## config.mk

```make
export PLATFORM = sky130hd
export DESIGN_NAME = page_prog_ctrl
export DESIGN_NICKNAME = d
export VERILOG_FILES = /design/src/rtl/pp_pkg.sv /design/src/rtl/pp_page_buf.sv /design/src/rtl/pp_addr_track.sv /design/src/rtl/pp_prog_timer.sv /design/src/rtl/pp_seq.sv /design/src/rtl/page_prog_ctrl.sv
export SDC_FILE = /design/constraint.sdc
export NUM_CORES = 1
export LEC_CHECK = 0
export CORE_MARGIN = 1
export CORE_UTILIZATION = 65
export DETAILED_ROUTE_END_ITERATION = 10
export GPL_TIMING_DRIVEN = 0
export MAX_ROUTING_LAYER = met4
export PLACE_DENSITY = 0.83
export SYNTH_ARGS = -nofsm -noshare
export SYNTH_HDL_FRONTEND = slang
export SYNTH_SLANG_ARGS = --single-unit
```

## constraint.sdc

```tcl
create_clock -name clk_i -period 5.95 [get_ports clk_i]
set_input_delay 0.595 -clock clk_i [delete_from_list [all_inputs] [get_ports clk_i]]
set_output_delay 0.595 -clock clk_i [all_outputs]
set_load 0.05 [all_outputs]
```

## src/rtl/pp_pkg.sv

```systemverilog
package pp_pkg;
  typedef enum logic [1:0] {
    PP_IDLE = 2'd0,
    PP_FILL = 2'd1,
    PP_PROG = 2'd2
  } pp_state_e;
endpackage

```

## src/rtl/pp_page_buf.sv

```systemverilog
module pp_page_buf #(
  parameter int DATA_W = 8,
  parameter int OFF_W  = 5
) (
  input  logic              clk_i,
  input  logic              rst_ni,
  input  logic              clr_i,
  input  logic              wr_i,
  input  logic [OFF_W-1:0]  wr_off_i,
  input  logic [DATA_W-1:0] wr_data_i,
  input  logic [OFF_W-1:0]  rd_off_i,
  output logic [DATA_W-1:0] rd_data_o,
  output logic              rd_hit_o,
  output logic              any_o
);
  localparam int NB = 1 << OFF_W;

  logic [NB-1:0]     mask_q;
  logic [DATA_W-1:0] data_q [NB];

  always_ff @(posedge clk_i or negedge rst_ni) begin
    if (!rst_ni) begin
      mask_q <= '0;
      for (int i = 0; i < NB; i++) data_q[i] <= '0;
    end else if (clr_i) begin
      mask_q <= '0;
    end else if (wr_i) begin
      for (int i = 0; i < NB; i++) begin
        if (wr_off_i == OFF_W'(i)) begin
          mask_q[i] <= 1'b1;
          data_q[i] <= wr_data_i;
        end
      end
    end
  end

  assign rd_data_o = data_q[rd_off_i];
  assign rd_hit_o  = mask_q[rd_off_i];
  assign any_o     = |mask_q;
endmodule

```

## src/rtl/pp_addr_track.sv

```systemverilog
module pp_addr_track #(
  parameter int ADDR_W = 13,
  parameter int OFF_W  = 5
) (
  input  logic                    clk_i,
  input  logic                    rst_ni,
  input  logic                    ld_i,
  input  logic [ADDR_W-1:0]       addr_i,
  input  logic                    inc_i,
  output logic [ADDR_W-OFF_W-1:0] row_o,
  output logic [OFF_W-1:0]        off_o
);
  localparam int ROW_W = ADDR_W - OFF_W;

  logic [ROW_W-1:0] row_q;
  logic [OFF_W-1:0] off_q;

  always_ff @(posedge clk_i or negedge rst_ni) begin
    if (!rst_ni) begin
      row_q <= '0;
      off_q <= '0;
    end else if (ld_i) begin
      row_q <= addr_i[ADDR_W-1:OFF_W];
      off_q <= addr_i[OFF_W-1:0];
    end else if (inc_i) begin
      off_q <= off_q + 1'b1; // wraps inside the page
    end
  end

  assign row_o = row_q;
  assign off_o = off_q;
endmodule

```

## src/rtl/pp_prog_timer.sv

```systemverilog
module pp_prog_timer #(
  parameter int PROG_CYCLES = 250000,
  parameter int CNT_W       = $clog2(PROG_CYCLES + 1)
) (
  input  logic             clk_i,
  input  logic             rst_ni,
  input  logic             launch_i,
  input  logic             run_i,
  output logic [CNT_W-1:0] cnt_o,
  output logic             done_o
);
  logic [CNT_W-1:0] cnt_q;

  always_ff @(posedge clk_i or negedge rst_ni) begin
    if (!rst_ni)       cnt_q <= '0;
    else if (launch_i) cnt_q <= '0;
    else if (run_i)    cnt_q <= cnt_q + 1'b1;
  end

  assign cnt_o  = cnt_q;
  assign done_o = (cnt_q == CNT_W'(PROG_CYCLES - 1));
endmodule

```

## src/rtl/pp_seq.sv

```systemverilog
module pp_seq
  import pp_pkg::*;
(
  input  logic      clk_i,
  input  logic      rst_ni,
  input  logic      cmd_start_i,
  input  logic      byte_vld_i,
  input  logic      stop_i,
  input  logic      abort_i,
  input  logic      wp_i,
  input  logic      any_i,
  input  logic      done_i,
  output pp_state_e state_o,
  output logic      ld_o,
  output logic      clr_o,
  output logic      wr_o,
  output logic      launch_o
);
  pp_state_e state_q, state_d;

  always_comb begin
    state_d  = state_q;
    ld_o     = 1'b0;
    clr_o    = 1'b0;
    wr_o     = 1'b0;
    launch_o = 1'b0;
    unique case (state_q)
      PP_IDLE: begin
        if (cmd_start_i) begin
          state_d = PP_FILL;
          ld_o    = 1'b1;
          clr_o   = 1'b1;
        end
      end
      PP_FILL: begin
        if (abort_i) begin
          state_d = PP_IDLE;
          clr_o   = 1'b1;
        end else if (cmd_start_i) begin
          ld_o  = 1'b1;
          clr_o = 1'b1;
        end else if (stop_i) begin
          if (any_i && !wp_i) begin
            state_d  = PP_PROG;
            launch_o = 1'b1;
          end else begin
            state_d = PP_IDLE;
            clr_o   = 1'b1;
          end
        end else if (byte_vld_i) begin
          wr_o = 1'b1;
        end
      end
      PP_PROG: begin
        if (done_i) begin
          state_d = PP_IDLE;
          clr_o   = 1'b1;
        end
      end
      default: state_d = PP_IDLE;
    endcase
  end

  always_ff @(posedge clk_i or negedge rst_ni) begin
    if (!rst_ni) state_q <= PP_IDLE;
    else         state_q <= state_d;
  end

  assign state_o = state_q;
endmodule

```

## src/rtl/page_prog_ctrl.sv

```systemverilog
module page_prog_ctrl
  import pp_pkg::*;
#(
  parameter int ADDR_W      = 13,
  parameter int OFF_W       = 5,
  parameter int DATA_W      = 8,
  parameter int PROG_CYCLES = 250000
) (
  input  logic              clk_i,
  input  logic              rst_ni,
  input  logic              cmd_start_i,
  input  logic [ADDR_W-1:0] addr_i,
  input  logic              byte_vld_i,
  input  logic [DATA_W-1:0] byte_i,
  input  logic              stop_i,
  input  logic              abort_i,
  input  logic              wp_i,
  output logic              mem_we_o,
  output logic [ADDR_W-1:0] mem_addr_o,
  output logic [DATA_W-1:0] mem_data_o,
  output logic              busy_o
);
  localparam int ROW_W      = ADDR_W - OFF_W;
  localparam int PAGE_BYTES = 1 << OFF_W;
  localparam int CNT_W      = $clog2(PROG_CYCLES + 1);

  pp_state_e         state;
  logic              ld, clr, wr, launch, any, done, hit, in_slot;
  logic [ROW_W-1:0]  row;
  logic [OFF_W-1:0]  wr_off, rd_off;
  logic [CNT_W-1:0]  cnt;
  logic [DATA_W-1:0] rd_data;

  pp_seq u_seq (
    .clk_i       (clk_i),
    .rst_ni      (rst_ni),
    .cmd_start_i (cmd_start_i),
    .byte_vld_i  (byte_vld_i),
    .stop_i      (stop_i),
    .abort_i     (abort_i),
    .wp_i        (wp_i),
    .any_i       (any),
    .done_i      (done),
    .state_o     (state),
    .ld_o        (ld),
    .clr_o       (clr),
    .wr_o        (wr),
    .launch_o    (launch)
  );

  pp_addr_track #(.ADDR_W(ADDR_W), .OFF_W(OFF_W)) u_addr (
    .clk_i  (clk_i),
    .rst_ni (rst_ni),
    .ld_i   (ld),
    .addr_i (addr_i),
    .inc_i  (wr),
    .row_o  (row),
    .off_o  (wr_off)
  );

  pp_page_buf #(.DATA_W(DATA_W), .OFF_W(OFF_W)) u_buf (
    .clk_i     (clk_i),
    .rst_ni    (rst_ni),
    .clr_i     (clr),
    .wr_i      (wr),
    .wr_off_i  (wr_off),
    .wr_data_i (byte_i),
    .rd_off_i  (rd_off),
    .rd_data_o (rd_data),
    .rd_hit_o  (hit),
    .any_o     (any)
  );

  pp_prog_timer #(.PROG_CYCLES(PROG_CYCLES), .CNT_W(CNT_W)) u_tmr (
    .clk_i    (clk_i),
    .rst_ni   (rst_ni),
    .launch_i (launch),
    .run_i    (state == PP_PROG),
    .cnt_o    (cnt),
    .done_o   (done)
  );

  // Commit slots occupy the first PAGE_BYTES clocks of the busy window.
  assign rd_off     = cnt[OFF_W-1:0];
  assign in_slot    = (cnt < CNT_W'(PAGE_BYTES));
  assign busy_o     = (state == PP_PROG);
  assign mem_we_o   = busy_o && in_slot && hit && !wp_i;
  assign mem_addr_o = {row, rd_off};
  assign mem_data_o = rd_data;
endmodule

```

* Yosys cells after proc, flatten, opt, wreduce, memory -nomap -nowiden *
Index checks and enable logic that the tools add are counted.

storage, ports and cells
  output and inout port bits = 23
  flip-flop bits (word level) = 321
  bits of input ports = 28

cells by class
  $add $sub $neg = 2
  reduce and logical (&&, ||, !) cells = 108
  bitwise operators = 2
  equal/unequal tests = 38
  mux-type cells = 69
  magnitude comparators = 3

operator list
  operator                                                     count
  AND reduction 3 bit                                          32
  equality test 5 bit, second input constant                   16
  nonzero test 2 bit                                           35
  two-way mux 32 bit                                           2
  AND reduction 2 bit                                          32
  two-way mux 1 bit                                            50
  binary-select mux 8 bit (select 5 bit)                       1
  equality test 5 x 4 -> 1 bit, second input constant          8
  two-way mux 18 bit                                           2
  OR reduction 32 bit                                          1
  equality test 5 x 3 -> 1 bit, second input constant          4
  adder 18 x 1 -> 18 bit, second input constant                1
  equality test 18 bit, second input constant                  1
  less-than comparator 18 x 6 -> 1 bit, second input constant  1
  two-way mux 8 bit                                            2
  two-way mux 2 bit                                            6
  equality test 5 x 2 -> 1 bit, second input constant          2
  two-way mux 5 bit                                            2
  greater-or-equal comparator 6 bit, second input constant     1
  less-than comparator 5 x 6 -> 1 bit, second input constant   1
  != test 3 bit, second input constant                         2
  NOT 5 -> 6 bit                                               1
  one-hot mux 2 bit (3 select lines)                           1
  adder 5 x 1 -> 5 bit, second input constant                  1
  other kinds (14)                                             17

* Logic depth before layout (Yosys ltp) *
Gate-level depths: netlist of run 1.

  depth in word-level cells = 9
  depth in mapped cells = 8
  depth with buffers taken out = 6

* Cells and area by module *
From an unflattened synthesis of run 1, not the netlist that was laid out.

second synthesis, totals
  cell total of the unflattened synthesis = 984
  area, all modules = 14948.1 um^2

modules (own cells, without submodules)
  module          area each (um^2)  seq. area each (um^2)  cells an instance  times used
  pp_page_buf     13185.1           7206.9                 817                1
  pp_prog_timer   975.9             450.4                  100                1
  pp_addr_track   565.5             325.3                  41                 1
  pp_seq          155.1             50.0                   20                 1
  page_prog_ctrl  66.3              0.0                    6                  1

* Least setup slack after synthesis of run 1 *
Ideal clock, no wire load.

  path kind = register -> output
  from = reg u_tmr.cnt_q[0], in the netlist u_tmr.cnt_o[0]
  to = out mem_data_o[0]
  required time = 5355 ps
  path slack = 3092 ps
  stages on the path, launching flop included = 5
  arrival time = 2263 ps
  cell sequence = dfrtp_1 > clkbuf_1 > mux4_2 > mux4_2 > o21a_1

on the way
  cells in the longest elaborated chain, start to end = 4

RTL lines
  what                                                  RTL line              RTL
  start: declaration                                    pp_prog_timer.sv:12   logic [CNT_W-1:0] cnt_q;
  start signal: assignment                              pp_prog_timer.sv:17   else if (run_i) cnt_q <= cnt_q + 1'b1;
  NOT 5 -> 6 bit (implied by the code)                  pp_page_buf.sv:37     assign rd_data_o = data_q[rd_off_i];
  binary-select mux 8 bit (select 5 bit)                pp_page_buf.sv:37
  two-way mux 8 bit (implied by the code) (2 in a row)  pp_page_buf.sv:37
  end: declaration                                      page_prog_ctrl.sv:20  output logic [DATA_W-1:0] mem_data_o,

No other way between the ends. The select of a mux whose other input is x is not followed.

* Worst setup path in the final report of run 1 *
  from = reg u_tmr.cnt_q[1], in the netlist u_tmr.cnt_o[1]
  to = out mem_data_o[4]

The elaborated chain is that of the path after synthesis.

==> results of run 1 <==
## cells in the mapped netlist (all sizes together), types with 12 or more instances
library cell  instances  share of area
clkbuf               52          0.013
nand2                21         0.0051
mux4                 80           0.12
buf                  29          0.012
o21a                 13         0.0063
nor2                 58          0.019
xnor2                12         0.0068
mux2                264           0.20
dfrtp               321           0.52
inv                  33         0.0081
a31oi                27          0.011
o41ai                29          0.017
mux2i                17          0.011
a22oi                12         0.0059
nand4                14         0.0057
## layout make-up
class	count	area (um2)
tap	313	392
timing repair buffer	51	551
clock buffer	45	932
inverter	33	124
buffer	81	385
sequential	321	8030
antenna	1	2.50
clock inverter	12	134
multi-input combinational	633	6840
fill	1446	5530
## state kept, by name, indices dropped and copies added, names as in the netlist
signal         flops
u_buf.data_q     256
u_buf.mask_q      32
u_tmr.cnt_o       18
u_addr.row_o       8
u_addr.off_o       5
u_seq.state_o      2
## layer usage
metal | track usage | vias to the layer above | share of wire
li1 | - | 4171 | -
met1 | 0.474 | 5265 | 0.40
met2 | 0.552 | 505 | 0.48
met3 | 0.0711 | 130 | 0.076
met4 | 0.158 | 0 | 0.045
met5 | - | - | 0
## critical path: stages (launching register included)
cell and delay (ps):
dfrtp_1 400, buf_2 340, buf_2 390, buf_1 730
mux4_2 360, mux2i_1 100, a22oi_1 440, o21a_1 230
clkdlybuf4s50_1 810
## kinds of logic (layout without fill, tap and decap cells)
family | Yosys count | in the layout
xor gates and xnor gates | 20 | 20
muxes | 361 | 361
AOI/OAI and AO/OA | 97 | 97
adders and majority gates | 7 | 7
and+or+nand+nor | 148 | 148
DFF | 321 | 321
other | 0 | 1
buffers and inverters | 114 | 222
## how the worst max path moves through the flow
stage / slack, ps / depth (start not counted) / endpoint
2_1_floorplan: 3090 / 4 / mem_data_o[0]
3_3_place_gp: -9500 / 1 / u_buf.data_q[233]$_DFFE_PN0P_
3_5_place_dp: 1690 / 8 / mem_data_o[4]
4_1_cts: 1130 / 8 / mem_data_o[4]
5_1_grt: 910 / 8 / mem_data_o[4]
6_report: 1010 / 8 / mem_data_o[4]
## power by group through the flow
stage / Clock (uW) / Combinational (uW) / Sequential (uW)
2_1_floorplan: 0 / 1170 / 2500
3_3_place_gp: 0 / 1740 / 2500
3_5_place_dp: 0 / 1770 / 2510
4_1_cts: 2070 / 1780 / 2470
5_1_grt: 2160 / 1880 / 2490
6_report: 2060 / 1800 / 2480
## through the flow
stage          hold WS (ps)  total power [uW]  setup TNS [ps]
6_report               87.6              6330               0
3_3_place_gp            483              4240        -3035810
3_5_place_dp            489              4270               0
5_1_grt                 157              6530               0
2_1_floorplan           299              3670               0
4_1_cts                 136              6320               0
==> qor.txt, run 1 <==
status -> finished, final reports clean
RR Endpoint -> u_buf.data_q[54]$_DFFE_PN0P_
total grt overflow -> 0
Clock Skew -> 15.2 ps
initial antenna violation count -> 1
relative slew slack -> 0.265
htree depth -> 2
row count -> 55
FF+latch count, synth -> 321
DRC violations left -> 0
post-synthesis xor/xnor area fraction -> 0.0114
Core Area -> 0.0229 mm2
Setup crit start -> u_tmr.cnt_o[1]$_DFFE_PN0P_
layout cells sized above 1 -> 0.386
Max Clk Rate -> 203 MHz
CTS Buf Count -> 34
DRT iter0 DRCs -> 1147
global-route wire length before repair -> 62.0 mm
vias in the first global route -> 10400
final wirelength -> 40.1 mm
Most used DFF post-synth -> dfrtp_1
switching part of the total power -> 0.333
final hold vios -> 0
ys async rst share -> 1.00
CP Class -> reg -> out
clk_lat worst skew -> 520 ps
Compound-Gate Fraction of Synth Area -> 0.0460
Max Cap Viol -> 0
area post-placement -> 0.0163 mm2
Tcrit/Tclk final -> 0.830
1st-pass router iterations -> 6
mapped cell area -> 0.0154 mm2
library cells used by synthesis -> 47
final antenna-violating net count -> 0
Clock Pin Slew Worst Setup and Hold Paths -> 60 ps
final setup fails -> 0
Pleak -> 0.00798 uW
Layout Area Growth over Synthesis -> 13.1%
crit path max fanout -> 10
VDD IR-drop max -> 0.412 mV
post-CTS sizing -> 0
Mapped Avg Cell Area -> 14.4 um2
Seq pwr share -> 0.391
I/O pin cnt -> 51
Synth Area in Simple Gates -> 0.0540
postcts setup bufs -> 0
DR WL/cell -> 26.9 um
fin. max-slew vios -> 0
leading cell type in the layout, fill and taps excluded -> dfrtp_1
most frequent cells in the layout -> 321 x dfrtp_1, 240 x mux2_2, 80 x mux4_2, 59 x clkbuf_1, 48 x clkdlybuf4s50_1
combinational share of power -> 0.283
Post-CTS Hold Buffers -> 0
Worst EP arrival -> 4340 ps
die area -> 0.0243 mm2
port bufs -> 49
worst setup margin -> 1010 ps
Sink Count -> 321
final net count -> 1190
Psw -> 2110 uW
final instance count without filler cells -> 1490
reg2reg path depth -> 5
share of power burned in the clock network -> 0.326
CTS tree -> done
Hold Crit Class -> in -> async
Slew @ Worst Pin -> 1100 ps
CP endpoint kind -> output port
Yosys warnings -> 0
final instance area -> 0.0174 mm2
post-synthesis mux area share -> 0.327
Internal -> 4230 uW
die width -> 156 um
total track usage -> 0.361
Post-synth EDFFs -> 0
Worst R2R Setup Slack -> 2980 ps
Vias/cell -> 6.76
fin crit period -> 4940 ps
via count -> 10100
Util after Layout -> 0.759
required time worst endpoint -> 5360 ps
Seq/Total Area, Yosys -> 0.522
Die H -> 156 um
Synth Area in Adders -> 0.00570
maximum number of pins on one net before global-route repair -> 128
unrepaired setup endpoints after global routing -> false
Clock Path Buffers -> 3
Pwr per Cell Area -> 364 mW/mm2
placed cells -> 1432
gp weighted congestion -> 0.933
Net Count, Synth -> 1103
DP HPWL -> 25.5 mm
startpoint class of the critical path -> register
pre-CTS WS -> 1690 ps
CTS root buffer -> clkbuf_16
main combinational cell family by area after synthesis -> multiplexers
Critical R2R Launch -> u_seq.state_o[1]$_DFFE_PN0P_
Post-Syn Instances -> 1068
initial core utilization -> 0.671
Power figures use the tool's default switching activity.
==> run 2: changes to the inputs <==
Settings changed: CORE_UTILIZATION 65 to 56, PLACE_DENSITY 0.83 to 0.76.
Clock period 5.95 ns to 4.4 ns, I/O delays scaled along.
==> run 2 against run 1 <==
  * Flip-flop and latch count stayed put
  * Global-route usage down 5.6 points
  * Critical path depth unchanged
  * Largest cell class unchanged
  * Critical endpoint is now mem_data_o[7]
  * Final cell count increased by 1.9%
  * Total power up 36%
  * Wire length fell by 1.3%
  * Core utilization fell by 11 points
  * Non-clock buffer count rose by 2
  * Sequential share of layout area decreased by 0.35 points
  * Sequential power is 35% higher
  * Register-to-register slack got worse by 1500 ps
==> qor.txt, run 2 (synthesis results as in run 1) <==
status -> finished, final reports clean
worst hold margin -> 171 ps
most frequent cells in the layout -> 321 x dfrtp_1, 240 x mux2_2, 80 x mux4_2, 57 x clkbuf_1, 44 x clkdlybuf4s50_1
Hold Crit Class -> in -> reg
Pleak -> 0.00809 uW
clk_lat worst skew -> 520 ps
initial antenna violation count -> 0
initial core utilization -> 0.571
uppermost layer routed -> met4
die area -> 0.0281 mm2
Sink Count -> 321
Hold Path End -> u_buf.mask_q[27]$_DFFE_PN0P_
Die H -> 168 um
VDD IR-drop max -> 0.456 mV
DRT iter0 DRCs -> 862
unrepaired setup endpoints after global routing -> false
DR WL/cell -> 26.1 um
Max Cap Viol -> 0
htree depth -> 2
Metal-1 WL -> 16.8 mm
vias in the first global route -> 10400
CTS tree -> done
CP Class -> reg -> out
final wirelength -> 39.6 mm
total grt overflow -> 0
global-route wire length before repair -> 62.1 mm
DP HPWL -> 26.1 mm
crit path max fanout -> 10
met2 routed WL -> 18.8 mm
leading cell type in the layout, fill and taps excluded -> dfrtp_1
Hold Path Origin -> cmd_start_i
postcts setup bufs -> 0
total track usage -> 0.305
CP endpoint kind -> output port
final hold vios -> 0
final antenna-violating net count -> 0
Vias/cell -> 6.44
pre-CTS WS -> 271 ps
Max Clk Rate -> 233 MHz
final setup fails -> 0
I/O pin cnt -> 51
CTS root buffer -> clkbuf_16
DRC violations left -> 0
relative slew slack -> 0.352
fin crit period -> 4280 ps
Core Area -> 0.0270 mm2
Clock Pin Slew Worst Setup and Hold Paths -> 60 ps
maximum number of pins on one net before global-route repair -> 90
Layout Area Growth over Synthesis -> 13.9%
via count -> 9787
die width -> 168 um
reg2reg path depth -> 5
Met3 Wirelength -> 2.51 mm
Slew @ Worst Pin -> 971 ps
Critical R2R Launch -> u_seq.state_o[1]$_DFFE_PN0P_
Clock Path Buffers -> 3
Largest register FFs -> 256
register with the most flip-flops -> u_buf.data_q
Clock Skew -> 12.8 ps
port bufs -> 49
RR Endpoint -> u_buf.data_q[119]$_DFFE_PN0P_
Worst R2R Setup Slack -> 1500 ps
1st-pass router iterations -> 6
final net count -> 1192
row count -> 60
layout cells sized above 1 -> 0.390
fill count -> 1932
worst setup margin -> 117 ps
Final TNS setup -> 0 ps
Worst EP arrival -> 3840 ps
Tcrit/Tclk final -> 0.973
startpoint class of the critical path -> register
Pwr per Cell Area -> 492 mW/mm2
required time worst endpoint -> 3960 ps
Ant. Diodes -> 0
CTS Buf Count -> 34
fin. max-slew vios -> 0
gp weighted congestion -> 0.944
Hold Path Cell Cnt -> 2
-- run 2: cell count changes in the layout (fill, tap and decap cells not counted), sizes merged, moves of 2 or more --
cell,delta
dlymetal6s2s,+4
clkdlybuf4s50,-4
clkbuf,+6
clkinv,-2
inv,-2
-- run 2: what timing repair did --
item / CTS / global route
endpoints found under the setup margin: 8 / 4
endpoints found under the hold margin: 59 / 0
resized for setup: 7 / 5
pin swaps: 0 / 0
hold buffers: 1 / 0
-- run 2: report_power, final --
group	switching [uW]	internal, uW
Clock	1160	1700
Combinational	1470	945
Sequential	182	3160
-- run 2: worst max-delay path, cell delays in order, from the launching register on --
cell             delay [ps]
dfrtp_1                 400
buf_2                   340
buf_2                   360
clkdlybuf4s18_2         550
mux4_2                  290
mux2i_1                  70
a22oi_1                 300
o21a_1                  210
clkdlybuf4s50_1         800
-- run 2: routing by layer --
layer / global-route usage / vias to the layer above
met5: - / -
met4: 0.127 / 0
met3: 0.0534 / 102
met2: 0.468 / 397
met1: 0.403 / 5115
li1: - / 4173
-- run 2: per-stage QoR --
step | total power, uW | std cells | utilization | area [um2]
after floorplan | 4960 | 1068 | - | 15400
after global placement | 5740 | 1458 | 0.605 | 16300
after detailed placement | 5790 | 1461 | 0.608 | 16400
after CTS | 8650 | 1519 | 0.650 | 17500
after global routing | 8920 | 1519 | 0.650 | 17500
final | 8620 | 1519 | 0.650 | 17500
-- run 2: final cells by class --
cell class,count,area [um2],area share
buffer,81,399,0.0228
clock buffer,51,1050,0.0598
clock inverter,6,57.6,0.00328
inverter,33,124,0.00707
multi-input combinational,633,6840,0.390
sequential,321,8030,0.458
tap,341,427,0.0244
timing repair buffer,53,598,0.0341
-- run 2: worst max-delay path by stage --
stage / slack, ps / from / to / cells past startpoint
CTS: 50 / u_tmr.cnt_o[1]$_DFFE_PN0P_ / mem_data_o[4] / 8
detailed placement: 270 / u_tmr.cnt_o[1]$_DFFE_PN0P_ / mem_data_o[4] / 8
global placement: -10990 / rst_ni / u_buf.data_q[224]$_DFFE_PN0P_ / 1
global route: 20 / u_tmr.cnt_o[1]$_DFFE_PN0P_ / mem_data_o[7] / 8
floorplan: 1700 / u_tmr.cnt_o[0]$_DFFE_PN0P_ / mem_data_o[0] / 4
finish: 120 / u_tmr.cnt_o[1]$_DFFE_PN0P_ / mem_data_o[7] / 8
==> run 3: changes to the inputs <==
Settings changed: GPL_TIMING_DRIVEN 0 to not set.
==> run 3 against run 2 <==
  * Worst setup slack gained 190 ps
  * Die area is the same
  * Hold slack lost 150 ps
  * Register-to-register slack lost 130 ps
  * Sequential power grew 6.0%
  * Sequential share of layout area grew 0.40 points
  * Count of clock-buffer cells in the layout shrank 2
  * Critical path type unchanged
  * Critical endpoint is now mem_data_o[3]
==> qor.txt, run 3 (synthesis results as in run 1) <==
Ant. Diodes -> 0
final antenna-violating net count -> 0
maximum number of pins on one net before global-route repair -> 129
global-route wire length before repair -> 57.8 mm
CTS root buffer -> clkbuf_16
fin crit period -> 4090 ps
most frequent cells in the layout -> 318 x dfrtp_1, 240 x mux2_2, 80 x mux4_2, 49 x clkdlybuf4s50_1, 37 x clkbuf_16
required time worst endpoint -> 3960 ps
final wirelength -> 35.8 mm
RR Endpoint -> u_buf.data_q[198]$_DFFE_PN0P_
total track usage -> 0.275
fill count -> 1917
DRT iter0 DRCs -> 807
via count -> 9454
Clock Skew -> 9.78 ps
final net count -> 1132
postcts setup bufs -> 0
Vias/cell -> 6.46
die width -> 168 um
1st-pass router iterations -> 5
final hold vios -> 0
post-CTS sizing -> 0
final instance area -> 0.0174 mm2
Core Area -> 0.0270 mm2
register with the most flip-flops -> u_buf.data_q
status -> finished, final reports clean
startpoint class of the critical path -> register
CP endpoint kind -> output port
Worst EP arrival -> 3650 ps
I/O pin cnt -> 51
crit path max fanout -> 36
Layout Area Growth over Synthesis -> 13.1%
reg2reg path depth -> 4
Pwr per Cell Area -> 500 mW/mm2
placed cells -> 1401
worst hold margin -> 23.4 ps
row count -> 60
CTS Buf Count -> 35
DP HPWL -> 21.7 mm
initial antenna violation count -> 0
gp weighted congestion -> 0.855
CP Class -> reg -> out
final instance count without filler cells -> 1463
clk_lat worst skew -> 510 ps
area post-placement -> 0.0162 mm2
Final TNS setup -> 0 ps
vias in the first global route -> 9921
relative slew slack -> 0.211
DR WL/cell -> 24.4 um
htree depth -> 2
CTS tree -> done
VDD IR-drop max -> 0.510 mV
unrepaired setup endpoints after global routing -> false
Die H -> 168 um
Critical R2R Launch -> u_seq.state_o[1]$_DFFE_PN0P_
Tcrit/Tclk final -> 0.931
Slew @ Worst Pin -> 1180 ps
layout cells sized above 1 -> 0.412
port bufs -> 50
leading cell type in the layout, fill and taps excluded -> dfrtp_1
Clock Path Buffers -> 3
Clock Pin Slew Worst Setup and Hold Paths -> 60 ps
die area -> 0.0281 mm2
fin. max-slew vios -> 0
initial core utilization -> 0.571
Largest register FFs -> 256
Max Clk Rate -> 244 MHz
DRC violations left -> 0
Worst R2R Setup Slack -> 1370 ps
Pleak -> 0.00801 uW
Sink Count -> 321
final setup fails -> 0
Max Cap Viol -> 0
Hold Crit Class -> in -> async
Power Total -> 8690 uW
Post-CTS Hold Buffers -> 0
total grt overflow -> 0
## run 3: cell type report
| class | instances | area, um2 | share of cell area |
|---|---|---|---|
| Sequential cell | 321 | 8040 | 0.462 |
| Multi-Input combinational cell | 633 | 6840 | 0.393 |
| Clock buffer | 49 | 1060 | 0.0610 |
| Timing Repair Buffer | 73 | 728 | 0.0419 |
| Tap cell | 341 | 427 | 0.0245 |
| Clock inverter | 13 | 171 | 0.00986 |
| Inverter | 33 | 124 | 0.00712 |
## run 3: worst max-delay path: stages (launching register included)
cell,delay [ps]
dfrtp_4,900
buf_4,330
mux4_2,520
mux4_2,490
o21a_1,200
clkdlybuf4s50_1,700
## run 3: worst max path at each step
stage / endpoint / from / slack (ps)
finish: mem_data_o[3] / u_tmr.cnt_o[0]$_DFFE_PN0P_ / 310
global placement: mem_data_o[3] / u_tmr.cnt_o[0]$_DFFE_PN0P_ / 810
detailed placement: mem_data_o[3] / u_tmr.cnt_o[0]$_DFFE_PN0P_ / 790
CTS: mem_data_o[3] / u_tmr.cnt_o[0]$_DFFE_PN0P_ / 230
floorplan: mem_data_o[0] / u_tmr.cnt_o[0]$_DFFE_PN0P_ / 1700
global route: mem_data_o[3] / u_tmr.cnt_o[0]$_DFFE_PN0P_ / 140
## run 3: through the flow
step	util	worst slack, ps
floorplan	-	1700
global placement	0.599	812
detailed placement	0.599	793
CTS	0.645	232
global route	0.645	141
finish	0.645	305
## run 3: report_power, final
| group | total, uW | internal, uW | switching [uW] | leakage [uW] |
|---|---|---|---|---|
| Combinational | 2030 | 906 | 1120 | 0.00304 |
| Clock | 3110 | 1920 | 1190 | 0.000612 |
| Sequential | 3550 | 3170 | 385 | 0.00436 |
## run 3: layer usage
layer  global-route usage  routed length (um)
met1                0.379               15600
met2                0.425               17300
met3               0.0409                2040
met4               0.0893                 869
met5                    -                   0
